## config.mk

```make
export PLATFORM = sky130hd
export DESIGN_NAME = rs450_encoder
export DESIGN_NICKNAME = d
export VERILOG_FILES = /design/src/rtl/rs_enc_pkg.sv /design/src/rtl/rs_gf_cmul.sv /design/src/rtl/rs_parity_chain.sv /design/src/rtl/rs450_encoder.sv
export SDC_FILE = /design/constraint.sdc
export NUM_CORES = 1
export LEC_CHECK = 0
export ABC_CLOCK_PERIOD_IN_PS = 3950
export BUFFER_PORTS_ARGS = -buffer_cell sky130_fd_sc_hd__buf_2
export CAP_MARGIN = 20
export CORE_ASPECT_RATIO = 1.4
export CORE_MARGIN = 2
export CORE_UTILIZATION = 42
export CTS_CLUSTER_DIAMETER = 60
export DETAILED_ROUTE_END_ITERATION = 16
export PLACE_DENSITY_LB_ADDON = 0.15
export SLEW_MARGIN = 30
export SYNTH_ARGS = -nofsm -noshare
export SYNTH_HDL_FRONTEND = slang
export SYNTH_SLANG_ARGS = --single-unit
```

## constraint.sdc

```tcl
create_clock -name clk -period 3.95 [get_ports clk]
set_clock_uncertainty 0.1 [all_clocks]
set_input_delay 0.1975 -clock clk [delete_from_list [all_inputs] [get_ports clk]]
set_output_delay 0.1975 -clock clk [all_outputs]
set_load 0.05 [all_outputs]
```

## src/rtl/rs_enc_pkg.sv

```systemverilog
package rs_enc_pkg;

    // Operating phase of the encoder: taking data, or draining check symbols.
    typedef enum logic {
        PH_MSG = 1'b0,
        PH_PAR = 1'b1
    } rs_phase_e;

endpackage

```

## src/rtl/rs_gf_cmul.sv

```systemverilog
// Multiplies a field element by a constant in GF(2^SYM_W).
// Shift-and-add from the top coefficient bit, reducing on each shift.
module rs_gf_cmul #(
    parameter int                SYM_W = 9,
    parameter logic [SYM_W-1:0]  RED   = 9'h011,
    parameter logic [SYM_W-1:0]  COEF  = 9'h001
) (
    input  logic [SYM_W-1:0] a_i,
    output logic [SYM_W-1:0] p_o
);

    logic [SYM_W-1:0] acc;

    always_comb begin
        acc = '0;
        for (int b = SYM_W - 1; b >= 0; b--) begin
            acc = {acc[SYM_W-2:0], 1'b0} ^ (acc[SYM_W-1] ? RED : '0);
            if (COEF[b]) begin
                acc = acc ^ a_i;
            end
        end
        p_o = acc;
    end

endmodule

```

## src/rtl/rs_parity_chain.sv

```systemverilog
// Remainder register of the systematic encoder with constant multipliers.
// The generator coefficients are computed at elaboration from RED.
module rs_parity_chain #(
    parameter int               SYM_W   = 9,
    parameter int               PAR_LEN = 44,
    parameter logic [SYM_W-1:0] RED     = 9'h011
) (
    input  logic             clk,
    input  logic             rst_n,
    input  logic             clr_i,    // treat stored remainder as zero
    input  logic             step_i,   // advance the chain
    input  logic             fb_en_i,  // feedback open (data phase)
    input  logic [SYM_W-1:0] din_i,
    output logic [SYM_W-1:0] tail_o
);

    localparam int CW = PAR_LEN * SYM_W;

    function automatic logic [SYM_W-1:0] f_mul(input logic [SYM_W-1:0] a,
                                               input logic [SYM_W-1:0] b);
        logic [SYM_W-1:0] acc;
        acc = '0;
        for (int i = SYM_W - 1; i >= 0; i--) begin
            acc = {acc[SYM_W-2:0], 1'b0} ^ (acc[SYM_W-1] ? RED : '0);
            if (b[i]) acc = acc ^ a;
        end
        return acc;
    endfunction

    // Expand the product of (x + alpha^i), i = 0 .. PAR_LEN-1.
    function automatic logic [CW-1:0] f_genpoly();
        logic [PAR_LEN:0][SYM_W-1:0] g;
        logic [SYM_W-1:0]            root;
        g    = '0;
        g[0] = SYM_W'(1);
        root = SYM_W'(1);
        for (int i = 0; i < PAR_LEN; i++) begin
            for (int j = PAR_LEN; j > 0; j--) begin
                g[j] = g[j-1] ^ f_mul(g[j], root);
            end
            g[0] = f_mul(g[0], root);
            root = f_mul(root, SYM_W'(2));
        end
        return g[PAR_LEN-1:0];
    endfunction

    localparam logic [CW-1:0] GEN = f_genpoly();

    logic [PAR_LEN-1:0][SYM_W-1:0] par_d, par_q;
    logic [PAR_LEN-1:0][SYM_W-1:0] cur;
    logic [PAR_LEN-1:0][SYM_W-1:0] prod;
    logic [SYM_W-1:0]              fb;

    always_comb begin
        cur = clr_i ? '0 : par_q;
    end

    always_comb begin
        fb = fb_en_i ? (din_i ^ cur[PAR_LEN-1]) : '0;
    end

    for (genvar j = 0; j < PAR_LEN; j++) begin : g_tap
        rs_gf_cmul #(
            .SYM_W (SYM_W),
            .RED   (RED),
            .COEF  (GEN[j*SYM_W +: SYM_W])
        ) u_mul (
            .a_i (fb),
            .p_o (prod[j])
        );
    end

    always_comb begin
        par_d = par_q;
        if (step_i) begin
            par_d[0] = prod[0];
            for (int j = 1; j < PAR_LEN; j++) begin
                par_d[j] = cur[j-1] ^ prod[j];
            end
        end
    end

    always_ff @(posedge clk) begin
        if (!rst_n) par_q <= '0;
        else        par_q <= par_d;
    end

    assign tail_o = par_q[PAR_LEN-1];

endmodule

```

## src/rtl/rs450_encoder.sv

```systemverilog
module rs450_encoder
    import rs_enc_pkg::*;
#(
    parameter int               SYM_W   = 9,
    parameter int               MSG_LEN = 406,
    parameter int               PAR_LEN = 44,
    parameter logic [SYM_W-1:0] RED     = 9'h011
) (
    input  logic             clk,
    input  logic             rst_n,
    input  logic             in_valid_i,
    input  logic             in_sop_i,
    input  logic [SYM_W-1:0] in_sym_i,
    output logic             in_ready_o,
    output logic             out_valid_o,
    output logic             out_sop_o,
    output logic             out_par_o,
    output logic [SYM_W-1:0] out_sym_o
);

    localparam int MAXC  = (MSG_LEN > PAR_LEN) ? MSG_LEN : PAR_LEN;
    localparam int CNT_W = $clog2(MAXC + 1);

    typedef struct packed {
        rs_phase_e        phase;
        logic [CNT_W-1:0] cnt;
        logic             ovld;
        logic             osop;
        logic             opar;
        logic [SYM_W-1:0] osym;
    } st_t;

    st_t              st_d, st_q;
    logic             take;
    logic [CNT_W-1:0] cnt_nx;
    logic [SYM_W-1:0] tail;

    // A symbol is taken in the data phase if it opens a block or one is open.
    assign take = in_valid_i && (st_q.phase == PH_MSG)
                  && (in_sop_i || (st_q.cnt != '0));

    always_comb begin
        st_d      = st_q;
        st_d.ovld = 1'b0;
        st_d.osop = 1'b0;
        st_d.opar = 1'b0;
        cnt_nx    = in_sop_i ? CNT_W'(1) : st_q.cnt + CNT_W'(1);
        case (st_q.phase)
            PH_MSG: begin
                if (take) begin
                    st_d.ovld = 1'b1;
                    st_d.osop = in_sop_i;
                    st_d.osym = in_sym_i;
                    st_d.cnt  = cnt_nx;
                    if (cnt_nx == CNT_W'(MSG_LEN)) begin
                        st_d.phase = PH_PAR;
                        st_d.cnt   = '0;
                    end
                end
            end
            default: begin
                st_d.ovld = 1'b1;
                st_d.opar = 1'b1;
                st_d.osym = tail;
                if (st_q.cnt == CNT_W'(PAR_LEN - 1)) begin
                    st_d.phase = PH_MSG;
                    st_d.cnt   = '0;
                end else begin
                    st_d.cnt = st_q.cnt + CNT_W'(1);
                end
            end
        endcase
    end

    always_ff @(posedge clk) begin
        if (!rst_n) st_q <= '0;
        else        st_q <= st_d;
    end

    rs_parity_chain #(
        .SYM_W   (SYM_W),
        .PAR_LEN (PAR_LEN),
        .RED     (RED)
    ) u_chain (
        .clk     (clk),
        .rst_n   (rst_n),
        .clr_i   (take && in_sop_i),
        .step_i  (take || (st_q.phase == PH_PAR)),
        .fb_en_i (st_q.phase == PH_MSG),
        .din_i   (in_sym_i),
        .tail_o  (tail)
    );

    assign in_ready_o  = (st_q.phase == PH_MSG);
    assign out_valid_o = st_q.ovld;
    assign out_sop_o   = st_q.osop;
    assign out_par_o   = st_q.opar;
    assign out_sym_o   = st_q.osym;

endmodule

```

Yosys cells after proc, flatten, opt, wreduce, memory -nomap -nowiden

Cells that the tools add are included.

Reduce and logical (&&, ||, !) cells: 8
Multiplexer cells: 115
Add/sub/neg operators: 1
Bitwise gates (word level): 215
Equal/unequal tests: 2

Operator list:

| operator                                                        | count |
|---|---|
| 9-bit bitwise XOR                                               | 116 |
| 9-bit by 5-bit bitwise XOR with 9-bit output                    | 96 |
| 5-bit 2-to-1 mux                                                | 104 |
| 396-bit 2-to-1 mux                                              | 1 |
| 9-bit 2-to-1 mux                                                | 5 |
| 12-bit 2-to-1 mux                                               | 1 |
| 11-bit 2-to-1 mux                                               | 1 |
| 10-bit 2-to-1 mux                                               | 1 |
| 9-bit by 1-bit adder with 9-bit output, second input constant   | 1 |
| 9-bit by 6-bit == test with 1-bit output, second input constant | 1 |
| 9-bit == test, second input constant                            | 1 |
| 9-bit nonzero test                                              | 1 |
| 1-bit logical AND                                               | 3 |
| 1-bit NOT                                                       | 3 |
| 3-bit OR reduction                                              | 1 |
| 1-bit logical OR                                                | 2 |
| 1-bit 2-to-1 mux                                                | 2 |
| 2-bit nonzero test                                              | 1 |

Bits of input ports: 13
Flip-flop bits (word level): 418
Word-level logic and storage cells: 391

Logic depth before layout (Yosys ltp)

Gate-level depths: netlist (run 1).

Depth in word-level cells: 29
Depth in mapped cells: 11

Least setup slack after synthesis (run 1)

Ideal clock, no wire load.

Kind: register to register
Start: reg u_chain.par_q, in the netlist u_chain.tail_o[7]
End: reg u_chain.par_q[247] (netlist name)
Period minus slack after synthesis: 2.855 ns
Setup time: 0.086 ns
Cell stages (with the launch flop): 9
Data required time: 3.764 ns
Path buffers: 1
Arrival: 2.670 ns
Path slack: 1.095 ns
Cell sequence: dfxtp_1 -> a21boi_1 -> mux2_4 -> or3_1 -> and2_0 -> clkbuf_1 -> xnor3_2 -> xnor3_1 -> a211oi_1

Longest elaborated chain between the ends: 16

RTL lines:

| what                                                         | line                  | text |
|---|---|---|
| start, declared                                              | rs_parity_chain.sv:49 | `logic [PAR_LEN-1:0][SYM_W-1:0] par_d, par_q;` |
| start signal, assigned                                       | rs_parity_chain.sv:85 | `else par_q <= par_d;` |
| 396-bit 2-to-1 mux *                                         | rs_parity_chain.sv:55 | `cur = clr_i ? '0 : par_q;` |
| 9-bit bitwise XOR *                                          | rs_parity_chain.sv:59 | `fb = fb_en_i ? (din_i ^ cur[PAR_LEN-1]) : '0;` |
| 9-bit 2-to-1 mux *                                           | rs_parity_chain.sv:59 |  |
| 9-bit bitwise XOR                                            | rs_gf_cmul.sv:19      | `acc = acc ^ a_i;` |
| 9-bit by 5-bit bitwise XOR with 9-bit output                 | rs_gf_cmul.sv:17      | `acc = {acc[SYM_W-2:0], 1'b0} ^ (acc[SYM_W-1] ? RED : '0);` |
| 9-bit bitwise XOR *                                          | rs_gf_cmul.sv:19      |  |
| 5-bit 2-to-1 mux                                             | rs_gf_cmul.sv:17      |  |
| 9-bit by 5-bit bitwise XOR with 9-bit output *               | rs_gf_cmul.sv:17      |  |
| 9-bit bitwise XOR *                                          | rs_gf_cmul.sv:19      |  |
| 9-bit by 5-bit bitwise XOR with 9-bit output * (2 in series) | rs_gf_cmul.sv:17      |  |
| 9-bit bitwise XOR *                                          | rs_gf_cmul.sv:17      |  |
| 9-bit by 5-bit bitwise XOR with 9-bit output *               | rs_gf_cmul.sv:17      |  |
| 5-bit 2-to-1 mux                                             | rs_gf_cmul.sv:17      |  |
| 9-bit by 5-bit bitwise XOR with 9-bit output *               | rs_gf_cmul.sv:17      |  |
| 9-bit bitwise XOR *                                          | rs_parity_chain.sv:78 | `par_d[j] = cur[j-1] ^ prod[j];` |

Mark *: on every way between the ends. The rest lies on a longest branch, timed or not.
A chain may end at the register's enable or synchronous reset.

Worst setup path after layout (run 1)

Start: reg st_q[21] (netlist name)
End: reg u_chain.par_q[276] (netlist name)

Longest elaborated chain between the ends: 22

RTL lines:

| what                                                       | line                  | text |
|---|---|---|
| start, declared                                            | rs450_encoder.sv:33   | `st_t st_d, st_q;` |
| start signal, assigned                                     | rs450_encoder.sv:77   | `else st_q <= st_d;` |
| 1-bit NOT                                                  | n/a                   |  |
| 1-bit logical AND                                          | rs450_encoder.sv:39   | `assign take = in_valid_i && (st_q.phase == PH_MSG)` |
| 1-bit logical AND                                          | rs450_encoder.sv:40   | `&& (in_sop_i \|\| (st_q.cnt != '0));` |
| 1-bit logical AND                                          | rs450_encoder.sv:87   | `.clr_i (take && in_sop_i),` |
| 396-bit 2-to-1 mux                                         | rs_parity_chain.sv:55 |  |
| 9-bit bitwise XOR                                          | rs_parity_chain.sv:59 |  |
| 9-bit 2-to-1 mux                                           | rs_parity_chain.sv:59 |  |
| 5-bit 2-to-1 mux                                           | rs_gf_cmul.sv:17      |  |
| [... 4 more ...]                                           | n/a                   |  |
| 9-bit by 5-bit bitwise XOR with 9-bit output               | rs_gf_cmul.sv:17      |  |
| 9-bit bitwise XOR                                          | rs_gf_cmul.sv:19      |  |
| 9-bit by 5-bit bitwise XOR with 9-bit output               | rs_gf_cmul.sv:17      |  |
| 9-bit bitwise XOR                                          | rs_gf_cmul.sv:19      |  |
| 9-bit by 5-bit bitwise XOR with 9-bit output               | rs_gf_cmul.sv:17      |  |
| 5-bit 2-to-1 mux                                           | rs_gf_cmul.sv:17      |  |
| 9-bit by 5-bit bitwise XOR with 9-bit output (3 in series) | rs_gf_cmul.sv:17      |  |
| 9-bit bitwise XOR                                          | rs_parity_chain.sv:78 |  |

Several ways; a longest one is shown, not always the timed one.

==> results.tsv, run 1 <==
stage	metric	value	unit
outcome	status	complete, no violations	
critical_path	cp_max_fo	22	
detailed_routing	wl	86.38	mm
synthesis	synth_enable_flop_cells	0	
clocking	cts_resized	0	
place	io_buffers	25	
hold_path	hold_path.class	primary input to register	
critical_path	slowest_stage	dfxtp_1	
global_route	grt_max_degree	134	
synthesis	syn-cell-area	24340	µm²
critical_path	crit_type	register to register	
floorplan	num_rows	104	
synthesis	yosysWarnings	0	
power_and_ir_drop	intPower	12.67	mW
detailed_routing	first_pass_iters	5	
power_and_ir_drop	p_sw_share	40.28	%
power_and_ir_drop	cellPowerDensity	777.4	nW/µm²
clocking	clock-root-buffer	clkbuf_16	
floorplan	die_w	207.4	µm
power_and_ir_drop	p_clk_share	22.2	%
finish	drive_gt1_share	10.16	%
critical_path	crit_required	4.32	ns
power_and_ir_drop	power.total	21.21	mW
synthesis	syn-num-nets	2892	
finish	final_cell_mix	699 x nand2_1, 418 x dfxtp_1, 388 x xnor2_1, 212 x nor2_1, 200 x xor2_1	
power_and_ir_drop	pwr-share-seq	26.8	%
synthesis	ys_types	60	
floorplan	die_h	288.8	µm
synthesis	synth_seq_cells	418	
global_route	grt.total_usage	28.41	%
detailed_routing	via_per_inst	5.475	
timing	worst_pin_slew	0.9985	ns
global_route	grt_pass1_vias	19140	
floorplan	core	57390	µm²
timing	maxSlewHeadroom	32.96	%
critical_path	crit_start	st_q[21]	
clocking	htree_levels	2	
synthesis	syn_inst	2877	
floorplan	die_area	59910	µm²
timing	rsz0062_at_grt	no	
place	gp_congestion	0.9208	
finish	nNetsFinal	2863	
clocking	clock_latency	0.58	ns
critical_path	endpoint_kind	register	
floorplan	ios	26	
critical_path	worstReg2RegStart	st_q[21]	
power_and_ir_drop	p_switching	8.542	mW
synthesis	avgSynthCellArea	8.459	µm²
timing	slew_viol_final	0	
timing	finalCritPeriodShare	92.18	%
critical_path	worstPathCellList	nor2_1 > mux2_2 > xnor3_1 > xnor2_1 > xnor2_1 > xnor2_1 > a211oi_1	
synthesis	ys_seq_area_share	34.39	%
clocking	numCtsBuffers	45	
timing	hold_viol_final	0	
detailed_routing	drtAntennaViolNets	0	
finish	layout_commonest_cell	nand2_1	
timing	fmax	0.2746	GHz
global_route	overflow	0	
timing	fin_crit	3.641	ns
critical_path	cpPeakStageDelay	0.86	ns
critical_path	crit_arrival	4.01	ns
clocking	clk_pin_slew	0.06	ns
synthesis	synth-async-reset-ratio	0	%
detailed_routing	first_iter_violations	1913	
synthesis	ys.flop_type	dfxtp_1	
global_route	antenna_found_initial	0	
detailed_routing	wire_per_inst	23.82	µm
detailed_routing	drc_errors	0	
power_and_ir_drop	ir_drop	332.1	µV
clocking	cts_max_path_buffers	3	
floorplan	initial_core_util	42.41	%
hold_path	min_from	rst_n	
clocking	cts_tree	done	
critical_path	cpMostUsedCell	xnor2_1	
finish	n_antenna_cell	0	
clocking	post_cts_buffers	0	
timing	finalSetupViolations	0	
timing	tns	0	ns
detailed_routing	vias	19851	
timing	setup_ws	0.3087	ns
finish	synthToLayoutAreaGrowth	12.10	%
power_and_ir_drop	power_leakage	10.37	nW
place	hpwlAfterDp	59.00	mm
job	drv_cap	0	
critical_path	startpoint_type	register	
power_and_ir_drop	comb_power_share	51.0	%
place	place_ws	0.3243	ns
clocking	cts_sinks	418	
global_route	grt_pass1_wl	127.9	mm
==> metal layers <==
metal,track usage [%],up-vias,wire (µm)
li1,-,9387,-
met1,35.63,9621,35490
met2,48.73,658,41440
met3,2.764,185,4548
met4,14.66,0,4905
met5,0,-,0
==> cells in the mapped netlist (5+ instances only) <==
master    instances  share of area [%]
nor3_1            8               0.16
xor2_1          200                7.2
o21ai_0          67                1.4
nand3_1          65                1.3
a211oi_1        177                5.5
a21boi_2          5               0.23
clkbuf_1        171                2.6
xnor2_1         390                 14
xnor2_2          17                1.1
mux2i_1          12               0.49
xor3_1            7               0.68
xnor2_4          10                1.1
or3_1            11               0.28
nor2_1          212                3.3
nand2_1         699                 11
a21oi_1         180                3.7
inv_1             5              0.077
buf_2            22               0.45
o21a_1            5               0.15
nor2b_1           9               0.23
buf_1            15               0.23
buf_6             6               0.28
xnor3_1          70                6.5
buf_4            19               0.59
dfxtp_1         418                 34
nand4_1           5               0.13
==> logic make-up after synthesis <==
logic type	after synthesis	share of synthesized area, %
XOR/XNOR	701	31.38
flip-flops	418	34.39
multiplexers	21	1.039
AO/OA/AOI/OAI	467	12.04
buffers and inverters	239	4.278
AND/OR/NAND/NOR	1029	16.77
adder cells (fa/ha/maj)	2	0.1028
==> power by group through the flow <==
stage                     Sequential [mW]  Clock, mW  Combinational (mW)
after global routing                 5.76       4.92                11.4
after detailed placement             5.75          0                10.7
after global placement               5.73          0                10.7
after CTS                            5.66       4.77                10.8
final                                5.69       4.70                10.8
after floorplan                      5.55          0                7.60
==> metrics by stage <==
step / hold slack (ns) / utilization (%) / area (µm²) / std cells
finish: 0.09465 / 47.54 / 27280 / 3626
global route: 0.1010 / 47.54 / 27280 / 3626
global placement: 0.3386 / 44.52 / 25550 / 3534
CTS: 0.08074 / 47.53 / 27270 / 3626
floorplan: 0.3321 / - / 24340 / 2877
detailed placement: 0.3432 / 44.52 / 25550 / 3534
==> worst max-delay path: cells and delay by family (launching register included) <==
kind / cells / cell delay [ns]
XOR/XNOR: 4 / 1.56
flip-flops: 1 / 0.86
AO/OA/AOI/OAI: 1 / 0.24
AND/OR/NAND/NOR: 1 / 0.16
multiplexers: 1 / 0.62
==> area by class of cell <==
cell class,count,area (µm²)
fillers,5564,30110
repair buffers,157,1329
inverters,6,30.03
clock buffers,62,1353
flip-flops and latches,418,8368
well taps,742,928.4
clock inverters,21,280.3
multi-input cells,2220,14990
==> sequential cells by signal (all words and copies together) (netlist names) <==
name	flops
u_chain.par_q	387
out_sop_o	1
st_q	10
out_sym_o	9
out_valid_o	1
out_par_o	1
u_chain.tail_o	9
==> worst paths after layout <==
kind | end | slack (ns) | cells after the start
setup / recovery | u_chain.par_q[276] | 0.31 | 7
hold / removal | u_chain.par_q[48] | 0.09 | 3
setup reg to reg | u_chain.par_q[276] | 0.31 | 7
hold reg to reg | u_chain.par_q[348] | 0.35 | 2
==> repair_timing <==
item / in CTS / in global routing
hold buffers: 9 / 0
endpoints found under the setup margin: 0 / 0
endpoints found under the hold margin: 9 / 0
No activity file was read; power rests on OpenSTA's default activity.
==> run 2: changes to the inputs <==
--- a/config.mk
+++ b/config.mk
@@ -13,8 +13,9 @@
 export CORE_UTILIZATION = 42
 export CTS_CLUSTER_DIAMETER = 60
 export DETAILED_ROUTE_END_ITERATION = 16
+export HOLD_SLACK_MARGIN = 0.1
 export PLACE_DENSITY_LB_ADDON = 0.15
-export SLEW_MARGIN = 30
+export REMOVE_ABC_BUFFERS = 1
 export SYNTH_ARGS = -nofsm -noshare
 export SYNTH_HDL_FRONTEND = slang
 export SYNTH_SLANG_ARGS = --single-unit
==> results.tsv, run 2 (same netlist as run 1, synthesis figures left out) <==
stage	metric	value	unit
critical_path	endpoint_kind	register	
power_and_ir_drop	intPower	12.23	mW
clocking	clock_latency	0.59	ns
power_and_ir_drop	ir_drop	360.5	µV
detailed_routing	via_per_inst	5.459	
timing	finalCritPeriodShare	93.10	%
timing	worst_pin_slew	1.128	ns
job	drv_cap	0	
timing	rsz0062_at_grt	no	
power_and_ir_drop	p_clk_share	20.4	%
place	hpwlAfterDp	59.59	mm
finish	drive_gt1_share	9.587	%
power_and_ir_drop	p_sw_share	41.49	%
floorplan	core	57390	µm²
finish	largestRegisters	u_chain.par_q x387, st_q x10	
finish	layout_commonest_cell	nand2_1	
timing	fin_crit	3.677	ns
critical_path	cp_max_fo	19	
clocking	cts_max_path_buffers	3	
floorplan	initial_core_util	42.41	%
clocking	hold_buffers	10	
global_route	grt.total_usage	28.74	%
detailed_routing	wl	86.90	mm
power_and_ir_drop	comb_power_share	52.5	%
finish	largest_reg_flops	387	
clocking	cts_tree	done	
place	placed_cell_area	25570	µm²
outcome	status	complete, no violations	
clocking	cts_resized	0	
hold_path	worst_hold_path.num_cells	5	
critical_path	crit_arrival	4.03	ns
global_route	grt_pass1_wl	128.8	mm
power_and_ir_drop	pwr-share-seq	27.1	%
power_and_ir_drop	power.total	20.91	mW
clocking	numCtsBuffers	45	
critical_path	crit_required	4.30	ns
floorplan	ios	26	
clocking	htree_levels	2	
power_and_ir_drop	power_leakage	10.27	nW
floorplan	die_area	59910	µm²
detailed_routing	wire_per_inst	24.00	µm
place	place_inst	3534	
critical_path	startpoint_type	register	
timing	hold_viol_final	0	
critical_path	worstReg2RegEnd	u_chain.par_q[277]	
floorplan	die_w	207.4	µm
clocking	clock-root-buffer	clkbuf_16	
place	gp_congestion	0.8975	
critical_path	crit_type	register to register	
clocking	post_cts_buffers	0	
clocking	cts_sinks	418	
floorplan	num_rows	104	
critical_path	worstReg2RegStart	st_q[21]	
place	io_buffers	25	
hold_path	whs_endpoint	st_q[20]	
finish	top_register	u_chain.par_q	
global_route	grt_max_degree	148	
finish	synthToLayoutAreaGrowth	11.36	%
power_and_ir_drop	p_switching	8.674	mW
timing	fmax	0.2719	GHz
finish	final_cell_mix	699 x nand2_1, 418 x dfxtp_1, 389 x xnor2_1, 212 x nor2_1, 200 x xor2_1	
timing	tns	0	ns
critical_path	reg2regPathDepth	8	
clocking	clk_pin_slew	0.06	ns
global_route	overflow	0	
hold_path	hold_path.class	primary input to register	
finish	layoutNonFillerInstCount	3621	
timing	maxSlewHeadroom	24.77	%
power_and_ir_drop	cellPowerDensity	771.5	nW/µm²
floorplan	die_h	288.8	µm
finish	nNetsFinal	2864	
detailed_routing	drc_errors	0	
detailed_routing	vias	19766	
global_route	antenna_found_initial	0	
detailed_routing	first_iter_violations	1947	
timing	whs	0.3087	ns
timing	slew_viol_final	0	
global_route	grt_pass1_vias	19219	
hold_path	min_from	in_sop_i	
detailed_routing	first_pass_iters	5	
detailed_routing	drtAntennaViolNets	0	
critical_path	r2r_slack	0.27	ns
timing	finalSetupViolations	0	
finish	n_antenna_cell	0	
finish	stdcell_area	27100	µm²
==> run 2: how the worst max path moves through the flow <==
| stage | start | to | depth (start not counted) | slack [ns] |
|---|---|---|---|---|
| 6_report | st_q[21] | u_chain.par_q[277] | 8 | 0.27 |
| 5_1_grt | st_q[21] | u_chain.par_q[170] | 7 | 0.09 |
| 4_1_cts | st_q[21] | u_chain.par_q[277] | 8 | 0.30 |
| 3_5_place_dp | st_q[21] | u_chain.par_q[277] | 8 | 0.32 |
| 3_3_place_gp | st_q[21] | u_chain.par_q[277] | 8 | 0.41 |
| 2_1_floorplan | st_q[12] | u_chain.par_q[140] | 8 | -9.24 |
==> run 2: power by group through the flow <==
| stage | combinational (mW) | clock, mW | sequential (mW) |
|---|---|---|---|
| 3_3_place_gp | 10.8 | 0 | 5.69 |
| 4_1_cts | 10.9 | 4.32 | 5.64 |
| 3_5_place_dp | 10.8 | 0 | 5.72 |
| 5_1_grt | 11.6 | 4.48 | 5.74 |
| 6_report | 11.0 | 4.27 | 5.66 |
| 2_1_floorplan | 7.65 | 0 | 5.59 |
==> run 2: metrics by stage <==
step	setup WS, ns	utilization [%]
floorplan	-9.239	-
global placement	0.4107	44.55
detailed placement	0.3154	44.57
CTS	0.3002	47.22
global route	0.09022	47.22
finish	0.2727	47.22
==> run 2: final cells by class <==
type                    count  area [µm²]
clock buffers              69        1349
clock inverters             8       76.32
fillers                  5565       30290
inverters                   6       30.03
multi-input cells        2220       14980
flip-flops and latches    418        8368
well taps                 742       928.4
repair buffers            158        1364
==> run 2: critical path, stage by stage, from the launching register on <==
cell     delay, ns
dfxtp_1       0.76
nor2b_1       0.16
mux2i_4       0.45
buf_12        0.26
xnor3_1       0.69
buf_4         0.31
xnor2_1       0.46
xnor2_1       0.21
o21ai_0       0.11
==> run 2: routing by layer <==
metal  GRT usage (%)  wire [µm]
met4           18.25       6253
met3           3.740       4868
met5               0          0
met1           34.91      34580
met2           48.36      41190
==> run 3: changes to the inputs <==
--- a/config.mk
+++ b/config.mk
@@ -11,7 +11,7 @@
 export CORE_ASPECT_RATIO = 1.4
 export CORE_MARGIN = 2
 export CORE_UTILIZATION = 42
-export CTS_CLUSTER_DIAMETER = 60
+export CTS_CLUSTER_DIAMETER = 120
 export DETAILED_ROUTE_END_ITERATION = 16
 export HOLD_SLACK_MARGIN = 0.1
 export PLACE_DENSITY_LB_ADDON = 0.15
==> constraint.sdc (replaced) <==
create_clock -name clk -period 3.95 [get_ports clk]
set_clock_uncertainty 0.1 [all_clocks]
set_input_delay 1.185 -clock clk [delete_from_list [all_inputs] [get_ports clk]]
set_output_delay 1.185 -clock clk [all_outputs]
set_load 0.05 [all_outputs]
==> results.tsv, run 3 (same netlist as run 1, synthesis figures left out) <==
stage	metric	value	unit
timing	fin_crit	3.572	ns
power_and_ir_drop	comb_power_share	54.0	%
global_route	grt.total_usage	29.06	%
critical_path	crit_family	XOR/XNOR gates	
clocking	hold_buffers	0	
floorplan	num_rows	104	
global_route	overflow	0	
critical_path	endpoint_kind	register	
clocking	htree_levels	2	
floorplan	initial_core_util	42.41	%
clocking	cts_sinks	418	
floorplan	die_area	59910	µm²
clocking	numCtsBuffers	45	
detailed_routing	drtAntennaViolNets	0	
finish	n_antenna_cell	0	
detailed_routing	vias	20195	
power_and_ir_drop	p_clk_share	20.0	%
outcome	status	complete, no violations	
detailed_routing	first_pass_iters	5	
clocking	clk_pin_slew	0.06	ns
job	drv_cap	0	
floorplan	die_h	288.8	µm
finish	register_area	8368	µm²
place	io_buffers	25	
critical_path	crit_arrival	3.99	ns
floorplan	ios	26	
clocking	post_cts_buffers	0	
timing	setup_ws	0.3783	ns
clocking	cts_tree	done	
critical_path	startpoint_type	primary input	
clocking	cts_max_path_buffers	3	
detailed_routing	first_iter_violations	1697	
critical_path	cpPeakStageDelay	0.62	ns
timing	finalCritPeriodShare	90.42	%
timing	tns	0	ns
critical_path	cpMostUsedCell	buf_4	
power_and_ir_drop	p_sw_share	40.37	%
hold_path	hold_path.class	register to register	
finish	largestRegisters	u_chain.par_q x387, st_q x10	
power_and_ir_drop	ir_drop	337.2	µV
critical_path	crit_required	4.37	ns
finish	drive_gt1_share	13.04	%
timing	maxSlewHeadroom	39.23	%
finish	nFillCells	5472	
clocking	clock-root-buffer	clkbuf_16	
global_route	grt_pass1_wl	130.2	mm
finish	final_cell_mix	699 x nand2_1, 418 x dfxtp_1, 389 x xnor2_1, 212 x nor2_1, 200 x xor2_1	
timing	fmax	0.2800	GHz
global_route	grt_max_degree	148	
critical_path	slowest_stage	xnor2_1	
critical_path	crit_type	primary input to register	
critical_path	worstPathCellList	buf_2 > a21boi_2 > mux2i_4 > buf_4 > xnor3_1 > xnor2_1 > buf_4 > nand2_1 > a21oi_1	
critical_path	cp_max_fo	13	
clocking	clock_latency	0.60	ns
critical_path	critical_path_buf_inv_count	3	
timing	finalSetupViolations	0	
floorplan	core	57390	µm²
power_and_ir_drop	pwr-share-seq	26.0	%
timing	worst_pin_slew	0.9103	ns
power_and_ir_drop	power_leakage	10.83	nW
finish	synthToLayoutAreaGrowth	15.17	%
timing	rsz0062_at_grt	no	
detailed_routing	drc_errors	0	
finish	post-route-util	48.84	%
finish	largest_reg_flops	387	
finish	nNetsFinal	2958	
timing	hold_viol_final	0	
finish	top_register	u_chain.par_q	
detailed_routing	wl	87.77	mm
global_route	grt_pass1_vias	19715	
finish	layout_commonest_cell	nand2_1	
global_route	antenna_found_initial	0	
detailed_routing	via_per_inst	5.432	
finish	multi_input_area	14980	µm²
floorplan	die_w	207.4	µm
place	gp_congestion	0.9323	
timing	slew_viol_final	0	
place	hpwlAfterDp	62.39	mm
place	place_ws	-0.1641	ns
power_and_ir_drop	power.total	21.73	mW
power_and_ir_drop	intPower	12.96	mW
detailed_routing	wire_per_inst	23.61	µm
power_and_ir_drop	cellPowerDensity	775.4	nW/µm²
clocking	cts_resized	0	
power_and_ir_drop	p_switching	8.774	mW
## run 3: through the flow
| stage | instances | hold slack [ns] | instance area [µm²] |
|---|---|---|---|
| 2_1_floorplan | 2644 | 0.3321 | 23320 |
| 3_3_place_gp | 3638 | 0.3386 | 26560 |
| 3_5_place_dp | 3638 | 0.3449 | 26560 |
| 4_1_cts | 3718 | 0.3518 | 28030 |
| 5_1_grt | 3718 | 0.3682 | 28030 |
| 6_report | 3718 | 0.3507 | 28030 |
## run 3: per-layer routing
layer / global-route usage, % / up-vias / wire length, µm
li1: - / 9538 / -
met1: 34.99 / 9747 / 35010
met2: 49.60 / 688 / 41860
met3: 3.534 / 222 / 4739
met4: 18.18 / 0 / 6157
met5: 0 / - / 0
## run 3: power groups by stage
stage               Clock, mW  Combinational [mW]  Sequential (mW)
finish                   4.34                11.7             5.65
global route             4.57                12.4             5.73
CTS                      4.40                11.7             5.63
detailed placement          0                11.6             5.71
global placement            0                11.6             5.68
floorplan                   0                7.65             5.59
## run 3: worst min-delay path, cell delays in order, from the launching register on
cell	delay, ns
dfxtp_1	0.31
nand2_1	0.05
a21oi_1	0.05
## run 3: final cells by class
class	instances	share of cell area (%)
inverter	6	0.1071
multi-input combinational	2220	53.46
clock inverter	15	0.4598
timing repair buffer	252	8.009
sequential	418	29.86
tap	742	3.312
clock buffer	65	4.794
## run 3: path summary, 6_finish.rpt
path                       from            endpoint  slack (ns)  cells past startpoint
max                    in_sop_i   u_chain.par_q[27]        0.38                      9
min          u_chain.par_q[372]  u_chain.par_q[372]        0.35                      2
max reg2reg            st_q[21]   u_chain.par_q[27]        0.39                      8
min reg2reg  u_chain.par_q[372]  u_chain.par_q[372]        0.35                      2
